**src/rtl/pcm_tx_pkg.sv**
```systemverilog
package pcm_tx_pkg;
  typedef enum logic {SYNC_SHORT = 1'b0, SYNC_LONG = 1'b1} sync_kind_e;
endpackage

```
**src/rtl/pcm_tx_edge.sv**
```systemverilog
module pcm_tx_edge #(
  parameter int STAGES = 2
) (
  input  logic clk,
  input  logic rst_n,
  input  logic bclk,
  input  logic fsync,
  output logic rise_ev,
  output logic fall_ev,
  output logic fs_lvl
);
  logic [STAGES-1:0] bc_q, fs_q;
  logic              bc_last_q;

  always_ff @(posedge clk or negedge rst_n) begin
    if (!rst_n) begin
      bc_q      <= '0;
      fs_q      <= '0;
      bc_last_q <= 1'b0;
    end else begin
      bc_q      <= {bc_q[STAGES-2:0], bclk};
      fs_q      <= {fs_q[STAGES-2:0], fsync};
      bc_last_q <= bc_q[STAGES-1];
    end
  end

  assign rise_ev = bc_q[STAGES-1] & ~bc_last_q;
  assign fall_ev = ~bc_q[STAGES-1] & bc_last_q;
  assign fs_lvl  = fs_q[STAGES-1];
endmodule

```
**src/rtl/pcm_tx_framer.sv**
```systemverilog
module pcm_tx_framer
  import pcm_tx_pkg::*;
#(
  parameter int GUARD_FRAMES = 2
) (
  input  logic       clk,
  input  logic       rst_n,
  input  logic       pwr_up,
  input  logic       fall_ev,
  input  logic       fs_lvl,
  input  logic       busy,
  output logic       launch,
  output logic       abort,
  output logic       guard_ok,
  output sync_kind_e mode_kind
);
  localparam int GW = $clog2(GUARD_FRAMES + 1);

  logic       smp_q, smp_d;
  logic       pend_q, pend_d;
  sync_kind_e cls_q, cls_d;
  logic [GW-1:0] guard_q, guard_d;
  logic       frame_start;

  assign frame_start = fall_ev && fs_lvl && !smp_q;
  assign guard_ok    = (guard_q == GW'(GUARD_FRAMES));
  assign launch      = frame_start && guard_ok && !busy;
  assign abort       = frame_start && busy;
  assign mode_kind   = cls_q;

  always_comb begin
    smp_d   = smp_q;
    pend_d  = pend_q;
    cls_d   = cls_q;
    guard_d = guard_q;
    if (!pwr_up) begin
      smp_d   = 1'b0;
      pend_d  = 1'b0;
      cls_d   = SYNC_SHORT;
      guard_d = '0;
    end else if (fall_ev) begin
      smp_d = fs_lvl;
      if (frame_start) begin
        pend_d = 1'b1;
        if (!guard_ok) guard_d = guard_q + GW'(1);
      end else if (pend_q) begin
        pend_d = 1'b0;
        cls_d  = fs_lvl ? SYNC_LONG : SYNC_SHORT;
      end
    end
  end

  always_ff @(posedge clk or negedge rst_n) begin
    if (!rst_n) begin
      smp_q   <= 1'b0;
      pend_q  <= 1'b0;
      cls_q   <= SYNC_SHORT;
      guard_q <= '0;
    end else begin
      smp_q   <= smp_d;
      pend_q  <= pend_d;
      cls_q   <= cls_d;
      guard_q <= guard_d;
    end
  end

  AST_GUARD_SATURATES: assert property (@(posedge clk) disable iff (!rst_n)
    guard_q <= GW'(GUARD_FRAMES));
endmodule

```
**src/rtl/pcm_tx_shifter.sv**
```systemverilog
module pcm_tx_shifter
  import pcm_tx_pkg::*;
#(
  parameter int DATA_W   = 13,
  parameter int EXT_BITS = 3
) (
  input  logic              clk,
  input  logic              rst_n,
  input  logic              pwr_up,
  input  logic              rise_ev,
  input  logic              fall_ev,
  input  logic              fs_lvl,
  input  logic              launch,
  input  logic              abort,
  input  sync_kind_e        mode_kind,
  input  logic              sign_ext,
  input  logic [DATA_W-1:0] sample,
  input  logic              sample_vld,
  output logic              sdo,
  output logic              sdo_oe,
  output logic              busy
);
  localparam int WORD_W = DATA_W + EXT_BITS;
  localparam int CNT_W  = $clog2(WORD_W + 1);

  logic [DATA_W-1:0] hold_q, hold_d;
  logic [WORD_W-1:0] sr_q, sr_d;
  logic [CNT_W-1:0]  cnt_q, cnt_d, nbits;
  logic              act_q, act_d, drv_q, drv_d, lhold_q, lhold_d;
  logic              ext_q, ext_d, long_q, long_d, finish;

  assign nbits  = ext_q ? CNT_W'(WORD_W) : CNT_W'(DATA_W);
  assign finish = fall_ev && act_q && (cnt_q == nbits);
  assign busy   = act_q && !finish;
  assign sdo    = sr_q[WORD_W-1];
  assign sdo_oe = (act_q && drv_q) || lhold_q;

  always_comb begin
    hold_d  = hold_q;
    sr_d    = sr_q;
    cnt_d   = cnt_q;
    act_d   = act_q;
    drv_d   = drv_q;
    lhold_d = lhold_q;
    ext_d   = ext_q;
    long_d  = long_q;
    if (!pwr_up) begin
      hold_d  = '0;
      sr_d    = '0;
      cnt_d   = '0;
      act_d   = 1'b0;
      drv_d   = 1'b0;
      lhold_d = 1'b0;
      ext_d   = 1'b0;
      long_d  = 1'b0;
    end else begin
      if (sample_vld) hold_d = sample;
      if (abort) begin
        act_d   = 1'b0;
        drv_d   = 1'b0;
        lhold_d = 1'b0;
      end else if (launch) begin
        sr_d    = sign_ext ? {{EXT_BITS{hold_q[DATA_W-1]}}, hold_q}
                           : {hold_q, {EXT_BITS{1'b0}}};
        cnt_d   = '0;
        act_d   = 1'b1;
        ext_d   = sign_ext;
        long_d  = (mode_kind == SYNC_LONG);
        drv_d   = (mode_kind == SYNC_LONG);
        lhold_d = (mode_kind == SYNC_LONG);
      end else begin
        if (rise_ev && act_q) begin
          if (cnt_q == '0) begin
            cnt_d = CNT_W'(1);
            drv_d = 1'b1;
          end else if (cnt_q < nbits) begin
            sr_d  = {sr_q[WORD_W-2:0], 1'b0};
            cnt_d = cnt_q + CNT_W'(1);
          end
        end
        if (finish) begin
          act_d = 1'b0;
          drv_d = 1'b0;
        end
        if (!fs_lvl) lhold_d = 1'b0;
      end
    end
  end

  always_ff @(posedge clk or negedge rst_n) begin
    if (!rst_n) begin
      hold_q  <= '0;
      sr_q    <= '0;
      cnt_q   <= '0;
      act_q   <= 1'b0;
      drv_q   <= 1'b0;
      lhold_q <= 1'b0;
      ext_q   <= 1'b0;
      long_q  <= 1'b0;
    end else begin
      hold_q  <= hold_d;
      sr_q    <= sr_d;
      cnt_q   <= cnt_d;
      act_q   <= act_d;
      drv_q   <= drv_d;
      lhold_q <= lhold_d;
      ext_q   <= ext_d;
      long_q  <= long_d;
    end
  end

  AST_PWRDN_QUIET: assert property (@(posedge clk) disable iff (!rst_n)
    !pwr_up |=> !sdo_oe);
  AST_CNT_BOUND: assert property (@(posedge clk) disable iff (!rst_n)
    cnt_q <= nbits);
  AST_SHORT_WAITS: assert property (@(posedge clk) disable iff (!rst_n)
    act_q && !long_q && (cnt_q == '0) |-> !sdo_oe);
  AST_SHIFT_ON_RISE: assert property (@(posedge clk) disable iff (!rst_n)
    act_q && $past(act_q) && !$past(launch) && (sr_q != $past(sr_q)) |-> $past(rise_ev));
endmodule

```
**src/rtl/pcm_tx_port.sv**
```systemverilog
module pcm_tx_port
  import pcm_tx_pkg::*;
#(
  parameter int DATA_W       = 13,
  parameter int EXT_BITS     = 3,
  parameter int GUARD_FRAMES = 2,
  parameter int SYNC_STAGES  = 2
) (
  input  logic              clk,
  input  logic              rst_n,
  input  logic              bclk,
  input  logic              fsync,
  input  logic              pwr_up,
  input  logic              sign_ext,
  input  logic [DATA_W-1:0] sample,
  input  logic              sample_vld,
  output logic              sdo,
  output logic              sdo_oe
);
  logic [1:0] rst_pipe_q;
  logic       rst_n_s;
  logic       rise_ev, fall_ev, fs_lvl;
  logic       launch, abort, busy, guard_ok;
  sync_kind_e mode_kind;

  always_ff @(posedge clk or negedge rst_n) begin
    if (!rst_n) rst_pipe_q <= 2'b00;
    else        rst_pipe_q <= {rst_pipe_q[0], 1'b1};
  end
  assign rst_n_s = rst_pipe_q[1];

  pcm_tx_edge #(.STAGES(SYNC_STAGES)) u_edge (
    .clk(clk), .rst_n(rst_n_s), .bclk(bclk), .fsync(fsync),
    .rise_ev(rise_ev), .fall_ev(fall_ev), .fs_lvl(fs_lvl)
  );

  pcm_tx_framer #(.GUARD_FRAMES(GUARD_FRAMES)) u_framer (
    .clk(clk), .rst_n(rst_n_s), .pwr_up(pwr_up), .fall_ev(fall_ev),
    .fs_lvl(fs_lvl), .busy(busy), .launch(launch), .abort(abort),
    .guard_ok(guard_ok), .mode_kind(mode_kind)
  );

  pcm_tx_shifter #(.DATA_W(DATA_W), .EXT_BITS(EXT_BITS)) u_shift (
    .clk(clk), .rst_n(rst_n_s), .pwr_up(pwr_up), .rise_ev(rise_ev),
    .fall_ev(fall_ev), .fs_lvl(fs_lvl), .launch(launch), .abort(abort),
    .mode_kind(mode_kind), .sign_ext(sign_ext), .sample(sample),
    .sample_vld(sample_vld), .sdo(sdo), .sdo_oe(sdo_oe), .busy(busy)
  );

  AST_GUARD_BEFORE_DRIVE: assert property (@(posedge clk) disable iff (!rst_n_s)
    sdo_oe |-> guard_ok);
endmodule

```
**config.mk**
```make
export PLATFORM = sky130hd
export DESIGN_NAME = pcm_tx_port
export DESIGN_NICKNAME = d
export VERILOG_FILES = /design/src/rtl/pcm_tx_pkg.sv /design/src/rtl/pcm_tx_edge.sv /design/src/rtl/pcm_tx_framer.sv /design/src/rtl/pcm_tx_shifter.sv /design/src/rtl/pcm_tx_port.sv
export SDC_FILE = /design/constraint.sdc
export NUM_CORES = 1
export LEC_CHECK = 0
export BUFFER_PORTS_ARGS = -buffer_cell sky130_fd_sc_hd__buf_2
export CELL_PAD_IN_SITES_DETAIL_PLACEMENT = 1
export CELL_PAD_IN_SITES_GLOBAL_PLACEMENT = 1
export CORE_UTILIZATION = 47
export CTS_CLUSTER_SIZE = 25
export DETAILED_ROUTE_END_ITERATION = 7
export PLACE_DENSITY_LB_ADDON = 0.1
export SLEW_MARGIN = 25
export SYNTH_ARGS = -nofsm -noshare
export SYNTH_HDL_FRONTEND = slang
export SYNTH_SLANG_ARGS = --single-unit
```
**constraint.sdc**
```tcl
create_clock -name clk -period 2 [get_ports clk]
set_input_delay 0 -clock clk [delete_from_list [all_inputs] [get_ports clk]]
set_output_delay 0 -clock clk [all_outputs]
set_load 0.03 [all_outputs]
```
======== Yosys cells after proc, flatten, opt, wreduce, memory -nomap -nowiden ========
Index checks and enable logic that the tools add are counted.
cells by class
  equal/unequal tests ..................... 18
  reduce and logical (&&, ||, !) cells .... 21
  $lt $le $gt $ge ......................... 1
  mux-type cells .......................... 47
  bitwise gates (word level) .............. 4
  $add $sub $neg .......................... 2
operator list
  kind                                                                      count
  16-bit 2-to-1 mux                                                         6
  5-bit 2-to-1 mux                                                          7
  1-bit 2-to-1 mux                                                          27
  13-bit 2-to-1 mux                                                         2
  15-bit 2-to-1 mux                                                         1
  1-bit logical AND                                                         10
  2-bit by 1-bit inequality test with 1-bit output (second input constant)  5
  5-bit by 1-bit inequality test with 1-bit output (second input constant)  2
  3-bit AND reduction                                                       3
  2-bit 2-to-1 mux                                                          4
  4-bit by 1-bit inequality test with 1-bit output (second input constant)  2
  2-bit inequality test (second input constant)                             3
  3-bit by 1-bit inequality test with 1-bit output (second input constant)  2
  5-bit by 1-bit adder with 5-bit output (second input constant)            1
  5-bit equality test                                                       1
  5-bit zero test                                                           1
  5-bit less-than comparator                                                1
  4-bit inequality test (second input constant)                             1
  2-bit AND reduction                                                       2
  4-bit AND reduction                                                       1
  1-bit zero test                                                           3
  3-bit inequality test (second input constant)                             1
  2-bit by 1-bit adder with 2-bit output (second input constant)            1
  1-bit AND                                                                 2
  other kinds (3)                                                           4
word-level totals
  register bits ........................... 50
  output and inout port bits .............. 2
  input bits .............................. 20
  word-level logic and storage cells ...... 108

======== Depth between registers and ports, before layout ========
Gate-level depths: netlist of the first run.
  word-level depth ........................ 11
  mapped depth ............................ 10
  depth with buffers taken out ............ 7

======== Modules after synthesis ========
A second synthesis of the first run with hierarchy kept.
unflattened totals
  cells, all modules ...................... 237
  area, all modules ....................... 2643.8 um2
by module, submodules not included
  module          instances  cells each  area an instance (um2)
  pcm_tx_shifter  1          202         2175.8
  pcm_tx_framer   1          25          274.0
  pcm_tx_edge     1          7           140.1
  pcm_tx_port     1          3           53.8

======== Worst setup path after synthesis of the first run ========
OpenSTA, ideal clock, no wires.
  path type ............................... flip-flop to flip-flop
  start ................................... register u_shift.ext_q
  end ..................................... register u_shift.sr_q[0]
  required time ........................... 1.874 ns
  stages on the path, launching flop included .. 11
  setup slack ............................. -0.278 ns
  arrival time ............................ 2.152 ns
  buffers on the path ..................... 3
  cell sequence ........................... dfrtp_1 -> inv_1 -> ha_1 -> nand4b_4 -> o41a_1 -> buf_6 -> a32o_1 -> buf_6 -> a21oi_4 -> buf_6 -> o21ai_0
on the way
  word-level cells in the longest chain between the ends .. 10
RTL lines
  item                    RTL line               source
  start, declared         pcm_tx_shifter.sv:30   logic ext_q, ext_d, long_q, long_d, finish;
  start signal, assigned  pcm_tx_shifter.sv:107  ext_q <= ext_d;
  5-bit 2-to-1 mux *      pcm_tx_shifter.sv:32   assign nbits = ext_q ? CNT_W'(WORD_W) : CNT_W'(DATA_W);
  5-bit equality test     pcm_tx_shifter.sv:33   assign finish = fall_ev && act_q && (cnt_q == nbits);
  1-bit logical AND       pcm_tx_shifter.sv:33
  1-bit zero test         pcm_tx_shifter.sv:34   assign busy = act_q && !finish;
  1-bit logical AND       pcm_tx_shifter.sv:34
  1-bit zero test         pcm_tx_framer.sv:27    assign launch = frame_start && guard_ok && !busy;
  1-bit logical AND       pcm_tx_framer.sv:27
  16-bit 2-to-1 mux       pcm_tx_shifter.sv:62   end else if (launch) begin
  16-bit 2-to-1 mux       pcm_tx_shifter.sv:58   if (abort) begin
  16-bit 2-to-1 mux       pcm_tx_shifter.sv:47   if (!pwr_up) begin
  end signal, assigned    pcm_tx_shifter.sv:102  sr_q <= sr_d;
  end, declared           pcm_tx_shifter.sv:27   logic [WORD_W-1:0] sr_q, sr_d;
Every way passes the cells marked *; elsewhere a longest branch is shown, timed or not. The select of a mux whose other input is x is not followed.
A chain may end at the register's enable or synchronous reset.

======== Worst setup path after layout of the first run ========
  start ................................... register u_shift.ext_q
  end ..................................... register u_shift.lhold_q
on the way
  word-level cells in the longest chain between the ends .. 10
RTL lines
  item                   RTL line               source
  5-bit 2-to-1 mux *     pcm_tx_shifter.sv:32
  5-bit equality test *  pcm_tx_shifter.sv:33
  1-bit logical AND *    pcm_tx_shifter.sv:33
  1-bit zero test *      pcm_tx_shifter.sv:34
  1-bit logical AND *    pcm_tx_shifter.sv:34
  1-bit zero test        pcm_tx_framer.sv:27
  1-bit logical AND      pcm_tx_framer.sv:27
  1-bit 2-to-1 mux       pcm_tx_shifter.sv:62
  1-bit 2-to-1 mux       pcm_tx_shifter.sv:58
  1-bit 2-to-1 mux       pcm_tx_shifter.sv:47
  end signal, assigned   pcm_tx_shifter.sv:106  lhold_q <= lhold_d;
  end, declared          pcm_tx_shifter.sv:29   logic act_q, act_d, drv_q, drv_d, lhold_q, lhold_d;
Every way passes the cells marked *; elsewhere a longest branch is shown, timed or not.

==> impl_results.md, run 1 <==
- Final Cell Area: 3410 um2
- Syn Std Cell Area: 2640 um2
- Critical Path AT: 2530 ps
- Starting density of the core: 50.1%
- Io pins: 22
- Layout cell share with drive strength beyond 1: 35.0%
- Clk sinks: 50
- WL/cell: 19.1 um
- Distinct cells, synth: 41
- CP Max Fanout: 4
- Multi-input gate area: 1430 um2
- Kind of critical path: reg -> reg
- P per Cell Area: 648 nW/um2
- Placed instance area: 2980 um2
- Seq/Total Area, Yosys: 47.4%
- Final ANT Viol Nets: 0
- DIE WIDTH: 77.0 um
- Non-Filler Instances: 373
- Number of CTS-inserted buffers: 5
- YS warnings: 0
- Root buffer selected by CTS: clkbuf_8
- Worst-path clk slew: 90 ps
- Syn Area/Cell: 10.8 um2
- Global Route Usage Sum: 25.3%
- DRC violations left: 0
- Final Hold Fails: 1
- Sum Neg Setup Slack: -4970 ps
- Later-pin clock latency in the skew report: 310 ps
- Clock buffer depth: 2
- Max-Cap Viols: 0
- Worst EP required: 2210 ps
- First-pass GRT wire length: 11600 um
- Pleak: 0.00151 uW
- Min Hold Slack: -4.11 ps
- Final worst-path cycle share: 116%
- CP endpoint kind: flip-flop
- RSZ-0062 raised after global routing: true
- 1st-iter DRT viols: 99
- Worst Skew: 11.7 ps
- Grt ovf: 0
- Core Box Area: 5270 um2
- Via count: 2132
- Run status: finished, violations left
- Failing checks: hold timing, setup timing
- Least-Margin Pin Slew: 530 ps
- DP HPWL: 4360 um
- Num rows: 26
- Fin. max-slew vios: 0
- Maximum VDD drop: 0.000382 V
- Initial antenna violation count: 0
- Placed Cells: 346
- H-tree depth: 2
- Final setup vio count: 25
- Fmax: 0.432 GHz
- Post-layout min period: 2320 ps
- DIE AREA: 5920 um2
- Largest net degree at the start of global routing: 21
- Most common cell after layout, fill and taps aside: dfrtp_1
- Worst hold path type: in -> reg
- Die height: 77.0 um
- Gate Count Post-Synth: 244
- Final-stage net count: 330
- Final WS setup: -315 ps
- Pre-antenna DRT Iters: 4
- TritonCTS clock tree: yes
- Register area: 1250 um2
- Port-buffer cells: 21
- N_diodes: 0
- Worst setup SP type: flip-flop
- Mapped Nets: 271
- Most frequent cells in the layout: dfrtp_1, o21ai_0, buf_4
- Number of global-route vias before repair: 2308
- Routability cong.: 0.773
- Vias per std cell: 5.72
- Slew HR: 64.7%
- Final wirelength: 7110 um
- Seq cells post-synth: 50
- Fillers: 541
- Layout Area Growth over Synthesis: 29.2%
cell usage after synthesis (all sizes together):
| cell type | instances | area [um2] |
|---|---|---|
| o221a | 1 | 11.3 |
| a32o | 1 | 10.0 |
| nand3 | 5 | 25.0 |
| nand2 | 13 | 48.8 |
| a311oi | 1 | 8.76 |
| a32oi | 1 | 8.76 |
| or3 | 4 | 25.0 |
| nor2 | 6 | 22.5 |
| a2bb2oi | 15 | 188 |
| nor3 | 1 | 5.00 |
| nand3b | 2 | 15.0 |
| nand2b | 2 | 12.5 |
| inv | 11 | 41.3 |
| dfrtp | 50 | 1250 |
| a21o | 1 | 7.51 |
| o2bb2ai | 2 | 17.5 |
| o21ai | 29 | 145 |
| o211ai | 3 | 22.5 |
| o221ai | 2 | 17.5 |
| o41a | 1 | 11.3 |
| or4b | 1 | 10.0 |
| buf | 5 | 42.5 |
| ha | 7 | 87.6 |
| a21boi | 6 | 45.0 |
| clkbuf | 9 | 33.8 |
| a21oi | 18 | 101 |
| a31oi | 2 | 12.5 |
| and4bb | 1 | 12.5 |
| mux2i | 14 | 140 |
| o21a | 1 | 7.51 |
| mux2 | 9 | 101 |
| conb | 1 | 3.75 |
| o211a | 1 | 10.0 |
| a41oi | 1 | 8.76 |
| nand4b | 1 | 23.8 |
| nor2b | 15 | 93.8 |
| nor3b | 1 | 12.5 |
layout make-up:
cell class                 count  area share, %
multi-input combinational    169           41.8
clock buffer                   6           2.13
clock inverter                 1          0.220
timing repair buffer          66           15.2
sequential                    50           36.7
tap                           70           2.57
inverter                      11           1.28
worst max-delay path, stage by stage (launching register included):
cell and delay [ps]:
dfrtp_2 450, inv_4 70, ha_4 280, nand4b_4 90
o41a_1 450, buf_4 180, o21ai_0 340, nand3_1 140
a21boi_0 220
metrics by stage:
stage          utilization, %  hold WS, ps  power, uW  worst slack, ps
3_3_place_gp             56.6         -214       1560             -177
2_1_floorplan               -         -296       1430             -270
4_1_cts                  62.3         12.5       2180             -186
5_1_grt                  64.7         41.1       2310             -373
3_5_place_dp             56.6         -207       1580             -269
6_report                 64.7        -4.11       2210             -315
sequential cells by signal, indices dropped and copies added (netlist names):
register            flops
u_edge.bc_last_q        1
u_edge.fs_q             2
u_shift.act_q           1
u_framer.guard_q        2
u_shift.ext_q           1
u_shift.sr_q           16
u_shift.cnt_q           5
rst_pipe_q              2
u_shift.hold_q         13
u_shift.lhold_q         1
u_framer.smp_q          1
u_edge.bc_q             2
u_shift.drv_q           1
u_framer.pend_q         1
u_framer.mode_kind      1
worst paths after layout:
check | startpoint | endpoint | slack (ps) | cells past startpoint
worst min register to register | rst_pipe_q[1]$_DFF_PN0_ | u_shift.hold_q[12]$_DFFE_PN0P_ | 180 | 0
worst max-delay path | u_shift.ext_q$_DFFE_PN0P_ | u_shift.lhold_q$_DFFE_PN0P_ | -320 | 8
max in group asynchronous | rst_pipe_q[1]$_DFF_PN0_ | u_shift.cnt_q[0]$_DFFE_PN0P_ | 1210 | 1
min in group asynchronous | rst_pipe_q[1]$_DFF_PN0_ | u_shift.hold_q[12]$_DFFE_PN0P_ | 180 | 0
worst min-delay path | sample[10] | u_shift.hold_q[10]$_DFFE_PN0P_ | -4 | 3
worst max register to register | u_shift.ext_q$_DFFE_PN0P_ | u_shift.lhold_q$_DFFE_PN0P_ | -320 | 8
power by group:
part / internal, uW / switching, uW
sequential: 1090 / 70.0
combinational: 247 / 221
clock: 241 / 343
cells by family (layout without fill, tap and decap cells):
kind of cell	count (synthesis)	in the layout	synth area share, %
other	1	1	0.142
DFF	50	50	47.4
AOI/OAI and AO/OA	86	86	24.0
adders and majority gates	7	7	3.32
buffers and inverters	25	84	4.45
and+or+nand+nor	52	52	11.6
muxes	23	23	9.14
timing repair:
action,CTS,global route
setup endpoints to repair,25,25
hold endpoints to repair,16,0
buffers inserted,2,1
cloned,1,0
pin swaps,0,23
resized for setup,10,26
hold buffers,16,0
layer usage:
layer  wire (um)  GRT usage [%]
met1        3260           34.7
met2        3570           41.5
met3         148           3.81
met4         132           6.73
met5           0              0
No activity file was read; power rests on OpenSTA's default activity.
==> inputs of run 2 (changes only) <==
--- a/config.mk
+++ b/config.mk
@@ -6,7 +6,7 @@
 export NUM_CORES = 1
 export LEC_CHECK = 0
 export BUFFER_PORTS_ARGS = -buffer_cell sky130_fd_sc_hd__buf_2
-export CELL_PAD_IN_SITES_DETAIL_PLACEMENT = 1
+export CELL_PAD_IN_SITES_DETAIL_PLACEMENT = 0
 export CELL_PAD_IN_SITES_GLOBAL_PLACEMENT = 1
 export CORE_UTILIZATION = 47
 export CTS_CLUSTER_SIZE = 25
==> run 2 against run 1 <==
Net effect: the run ends with setup timing left; power fell by 2.5%; cell count decreased by 0.27%; worst hold slack better by 48 ps; sequential power hardly changed; die area unchanged; cell area shrank 3.6%; maximum frequency increased by 6.1%; non-clock buffer count is 2 lower; count of clock-buffer cells in the layout unchanged; largest power group unchanged; register-to-register slack gained 130 ps; flip-flop and latch count did not move.
==> impl_results.md, run 2 (synthesis gave the netlist of run 1 again) <==
- WL/cell: 15.0 um
- Run status: finished, violations left
- Routed wl met2: 2480 um
- Grt ovf: 0
- Max-Cap Viols: 0
- 1st-iter DRT viols: 107
- Sum Neg Setup Slack: -2970 ps
- N_diodes: 0
- Worst Skew: 11.2 ps
- Final ANT Viol Nets: 0
- Pre-antenna DRT Iters: 4
- Number of global-route vias before repair: 2026
- Root buffer selected by CTS: clkbuf_8
- CP endpoint kind: flip-flop
- Post-layout min period: 2180 ps
- P per Cell Area: 656 nW/um2
- Pleak: 0.00145 uW
- CP Max Fanout: 8
- Min Hold Slack: 43.5 ps
- Via count: 1993
- Global Route Usage Sum: 21.0%
- Fmax: 0.458 GHz
- Starting density of the core: 50.1%
- Worst hold stages: 3
- Failing checks: setup timing
- Non-Filler Instances: 372
- Later-pin clock latency in the skew report: 300 ps
- Worst setup SP type: flip-flop
- H-tree depth: 2
- Core Box Area: 5270 um2
- Vias per std cell: 5.36
- Worst EP required: 2230 ps
- R2r worst-path depth: 8
- Die height: 77.0 um
- Clock buffer depth: 2
- First-pass GRT wire length: 9740 um
- Worst hold path type: in -> reg
- RSZ-0062 raised after global routing: true
- DP HPWL: 3880 um
- DRC violations left: 0
- Layout cell share with drive strength beyond 1: 28.1%
- DIE AREA: 5920 um2
- Final wirelength: 5570 um
- Met1 wire length: 2910 um
- Port-buffer cells: 21
- Placed Cells: 346
- Clk sinks: 50
- Io pins: 22
- Fin. max-slew vios: 0
- Largest regs: u_shift.sr_q: 16 flops, u_shift.hold_q: 13 flops, u_shift.cnt_q: 5 flops
- DIE WIDTH: 77.0 um
- Postcts setup bufs: 0
- Critical Path AT: 2410 ps
- Max reg flops: 16
- Layout Area Growth over Synthesis: 24.5%
- Final Hold Fails: 0
- Maximum VDD drop: 0.000397 V
- Kind of critical path: reg -> reg
- Final setup vio count: 25
- TritonCTS clock tree: yes
- Routability cong.: 0.773
- Total power: 2160 uW
- Largest register by flop count: u_shift.sr_q
- Most frequent cells in the layout: dfrtp_1, o21ai_0, buf_2, buf_4
- Final WS setup: -183 ps
- Final worst-path cycle share: 109%
- Top sig layer: met4
- Metal3 WL: 157 um
- Number of CTS-inserted buffers: 5
- Largest net degree at the start of global routing: 21
- Most common cell after layout, fill and taps aside: dfrtp_1
- Num rows: 26
- Final-stage net count: 328
- Util after Layout: 62.4%
- Worst-path clk slew: 100 ps
- Initial antenna violation count: 0
[run 2: stage by stage]
step           area (um2)  worst slack, ps
4_1_cts              3280             -182
6_report             3290             -183
5_1_grt              3290             -324
3_3_place_gp         2980             -177
3_5_place_dp         2980             -248
2_1_floorplan        2650             -270
[run 2: per-layer routing]
| layer | track usage, % | vias to the layer above |
|---|---|---|
| met2 | 31.1 | 35 |
| li1 | - | 1004 |
| met1 | 31.2 | 952 |
| met3 | 4.40 | 2 |
| met5 | 0 | - |
| met4 | 5.19 | 0 |
[run 2: critical path, cell delays in order, from the launching register on]
cell and delay (ps):
dfrtp_1 420, ha_1 350, nand4b_4 110, o41a_1 400
buf_6 170, nor3b_4 260, buf_6 170, a21oi_1 80
a2bb2oi_1 160
[run 2: path summary, 6_finish.rpt]
kind                                         startpoint                             end  slack, ps
max in group asynchronous       rst_pipe_q[1]$_DFF_PN0_    u_shift.cnt_q[4]$_DFFE_PN0P_       1220
max                        u_shift.cnt_q[2]$_DFFE_PN0P_     u_shift.sr_q[7]$_DFFE_PN0P_       -180
min in group asynchronous       rst_pipe_q[1]$_DFF_PN0_  u_shift.hold_q[12]$_DFFE_PN0P_        170
min                                              pwr_up  u_framer.mode_kind$_DFFE_PN0P_         40
min reg2reg                     rst_pipe_q[1]$_DFF_PN0_  u_shift.hold_q[12]$_DFFE_PN0P_        170
max reg2reg                u_shift.cnt_q[2]$_DFFE_PN0P_     u_shift.sr_q[7]$_DFFE_PN0P_       -180
[run 2: area by class of cell]
cell class,count,area [um2]
flip-flops and latches,50,1250
clock buffers,6,72.6
multi-input cells,169,1320
well taps,70,87.6
fillers,462,1980
repair buffers,64,507
clock inverters,2,13.8
inverters,11,41.3
[run 2: repair_timing]
| item | CTS | global route |
|---|---|---|
| pin swaps | 1 | 0 |
| gates resized for setup | 9 | 1 |
| hold endpoints to repair | 17 | 0 |
| cloned | 1 | 0 |
| setup endpoints to repair | 25 | 25 |
| hold buffers | 17 | 0 |
[run 2: report_power, final]
group,internal [uW],switching (uW),leakage [uW]
clock,248,331,0.0000452
combinational,231,194,0.000762
sequential,1090,62.7,0.000639
==> inputs of run 3 (changes only) <==
--- a/config.mk
+++ b/config.mk
@@ -5,10 +5,11 @@
 export SDC_FILE = /design/constraint.sdc
 export NUM_CORES = 1
 export LEC_CHECK = 0
+export ABC_AREA = 1
 export BUFFER_PORTS_ARGS = -buffer_cell sky130_fd_sc_hd__buf_2
 export CELL_PAD_IN_SITES_DETAIL_PLACEMENT = 0
 export CELL_PAD_IN_SITES_GLOBAL_PLACEMENT = 1
-export CORE_UTILIZATION = 47
+export CORE_UTILIZATION = 44
 export CTS_CLUSTER_SIZE = 25
 export DETAILED_ROUTE_END_ITERATION = 7
 export PLACE_DENSITY_LB_ADDON = 0.1
==> run 3 against run 2 <==
Net effect: largest power group unchanged; die area increased by 9.0%; setup slack better by 360 ps; the run now ends clean; critical path depth grew 4; sequential power decreased by 9%; synthesized cell count rose by 42%.
==> impl_results.md, run 3 <==
- CP endpoint kind: flip-flop
- Worst EP required: 2210 ps
- Synth cell count leaders: nand2_1, dfrtp_1, nand3_1
- CP Max Fanout: 11
- YS warnings: 0
- Distinct cells, synth: 29
- Final ANT Viol Nets: 0
- Core Box Area: 5920 um2
- Final Cell Area: 3200 um2
- Clock buffer depth: 2
- Fillers: 586
- Sum Neg Setup Slack: 0 ps
- Synth top area cells: dfrtp_1, nand2_1, nand3_1
- H-tree depth: 2
- DIE WIDTH: 80.4 um
- Kind of critical path: reg -> reg
- Largest regs: u_shift.sr_q: 16 flops, u_shift.hold_q: 13 flops, u_shift.cnt_q: 5 flops
- Pleak: 0.00164 uW
- Seq pwr share: 53.8%
- Worst hold path type: in -> reg
- Pre-antenna DRT Iters: 4
- Area share of the largest cell type after synthesis: 46.3%
- Starting density of the core: 45.6%
- Most frequent cells in the layout: nand2_1, dfrtp_1, nand3_1
- Layout Area Growth over Synthesis: 18.5%
- Initial antenna violation count: 0
- Final-stage net count: 413
- Final setup vio count: 0
- Worst setup SP type: flip-flop
- Root buffer selected by CTS: clkbuf_8
- DP HPWL: 4100 um
- Port-buffer cells: 21
- Run status: complete, no violations
- RSZ-0062 raised after global routing: true
- Largest net degree at the start of global routing: 50
- TritonCTS clock tree: yes
- Die height: 80.4 um
- Logic pwr share: 9.2%
- Post-layout min period: 1820 ps
- Fmax: 0.549 GHz
- Global Route Usage Sum: 21.0%
- Seq/Total Area, Yosys: 46.3%
- Maximum VDD drop: 0.000383 V
- Seq cells post-synth: 50
- Fin. max-slew vios: 0
- Most common cell after layout, fill and taps aside: nand2_1
- Clk sinks: 50
- N_diodes: 0
- P per Cell Area: 612 nW/um2
- Clock share of power: 37.1%
- Final wirelength: 6040 um
- DRC violations left: 0
- Grt ovf: 0
- Max reg flops: 16
- Largest register by flop count: u_shift.sr_q
- Final worst-path cycle share: 91.1%
- Number of global-route vias before repair: 2158
- Num rows: 28
- Switching share of power: 24.4%
- Layout cell share with drive strength beyond 1: 13.7%
- Slew HR: 58.1%
- Syn Std Cell Area: 2700 um2
- WL/cell: 13.1 um
- Post-synth EDFFs: 0
- Number of CTS-inserted buffers: 5
- Pint: 1480 uW
- Worst-path clk slew: 100 ps
- Least-Margin Pin Slew: 629 ps
- Ys async rst share: 100%
- Syn Area/Cell: 7.81 um2
- Critical Path AT: 2030 ps
- DIE AREA: 6460 um2
- NetSw: 477 uW
- Placed instance area: 2890 um2
- Synth Flop Type: dfrtp_1
- Routability cong.: 0.822
- Final Hold Fails: 0
- Most common cell in the netlist: nand2_1
- Worst Skew: 8.35 ps
- Max-Cap Viols: 0
- First-pass GRT wire length: 10400 um
- Later-pin clock latency in the skew report: 300 ps
- Mapped Nets: 373
- Io pins: 22
- Via count: 2291
- 1st-iter DRT viols: 112
- Gate Count Post-Synth: 346
- Synth area leader: dfrtp_1
- Vias per std cell: 4.96
run 3: final cells by class:
class | instances | area, um2 | share of cell area [%]
flip-flops and latches | 50 | 1250 | 39.1
multi-input cells | 243 | 1220 | 38.1
repair buffers | 50 | 390 | 12.2
inverters | 36 | 135 | 4.22
well taps | 75 | 93.8 | 2.93
clock buffers | 6 | 72.6 | 2.27
clock inverters | 2 | 37.5 | 1.17
run 3: worst max-delay path, cell delays in order, from the launching register on:
cell     delay [ps]
dfrtp_1         390
inv_1            90
ha_1            300
nand2_1          70
nor2_1          130
nand2_2         100
nand2_4          90
nand2_4         110
nand2_4         120
a21oi_1          50
buf_4           160
nand2_1          70
nand2_1          50
run 3: final timing paths:
| kind | slack, ps | depth (start not counted) | start | endpoint |
|---|---|---|---|---|
| max | 180 | 12 | u_shift.ext_q$_DFFE_PN0P_ | u_shift.cnt_q[0]$_DFFE_PN0P_ |
| min | 90 | 3 | sample_vld | u_shift.hold_q[1]$_DFFE_PN0P_ |
| max reg2reg | 180 | 12 | u_shift.ext_q$_DFFE_PN0P_ | u_shift.cnt_q[0]$_DFFE_PN0P_ |
| min reg2reg | 350 | 0 | u_edge.fs_q[0]$_DFF_PN0_ | u_edge.fs_q[1]$_DFF_PN0_ |
| max in group asynchronous | 1210 | 1 | rst_pipe_q[1]$_DFF_PN0_ | u_shift.hold_q[5]$_DFFE_PN0P_ |
| min in group asynchronous | 370 | 1 | rst_pipe_q[1]$_DFF_PN0_ | u_shift.lhold_q$_DFFE_PN0P_ |
run 3: what timing repair did:
item,in CTS,in global routing
gates resized for setup,0,3
hold buffers,17,0
endpoints found under the hold margin,17,0
endpoints found under the setup margin,0,16
buffers inserted,0,1
run 3: metal layers:
| metal | GRT usage (%) | wire length, um | up-vias |
|---|---|---|---|
| li1 | - | - | 1204 |
| met1 | 32.2 | 3220 | 1056 |
| met2 | 30.5 | 2590 | 24 |
| met3 | 3.41 | 152 | 7 |
| met4 | 4.82 | 68 | 0 |
| met5 | 0 | 0 | - |
run 3: stage by stage:
stage	worst slack, ps	std cells	hold WS (ps)	utilization, %	power, uW
2_1_floorplan	334	346	-296	-	1170
3_3_place_gp	149	436	-215	48.8	1220
3_5_place_dp	65.5	436	-215	48.8	1220
4_1_cts	39.5	461	91.4	53.5	1970
5_1_grt	-9.09	462	110	54.1	2040
6_report	178	462	89.1	54.1	1960
run 3: logic make-up after synthesis:
family	share of synthesized area [%]
simple gates	31.8
buf+inv	8.57
flops	46.3
compound gates	8.99
fa+ha+maj	3.24
xor+xnor	0.973
other cells	0.139
run 3: power by group through the flow:
stage               Sequential [uW]  Clock [uW]  Combinational (uW)
global route                   1050         781                 206
CTS                            1050         745                 177
finish                         1050         725                 180
global placement               1070           0                 149
floorplan                      1080           0                88.2
detailed placement             1070           0                 151
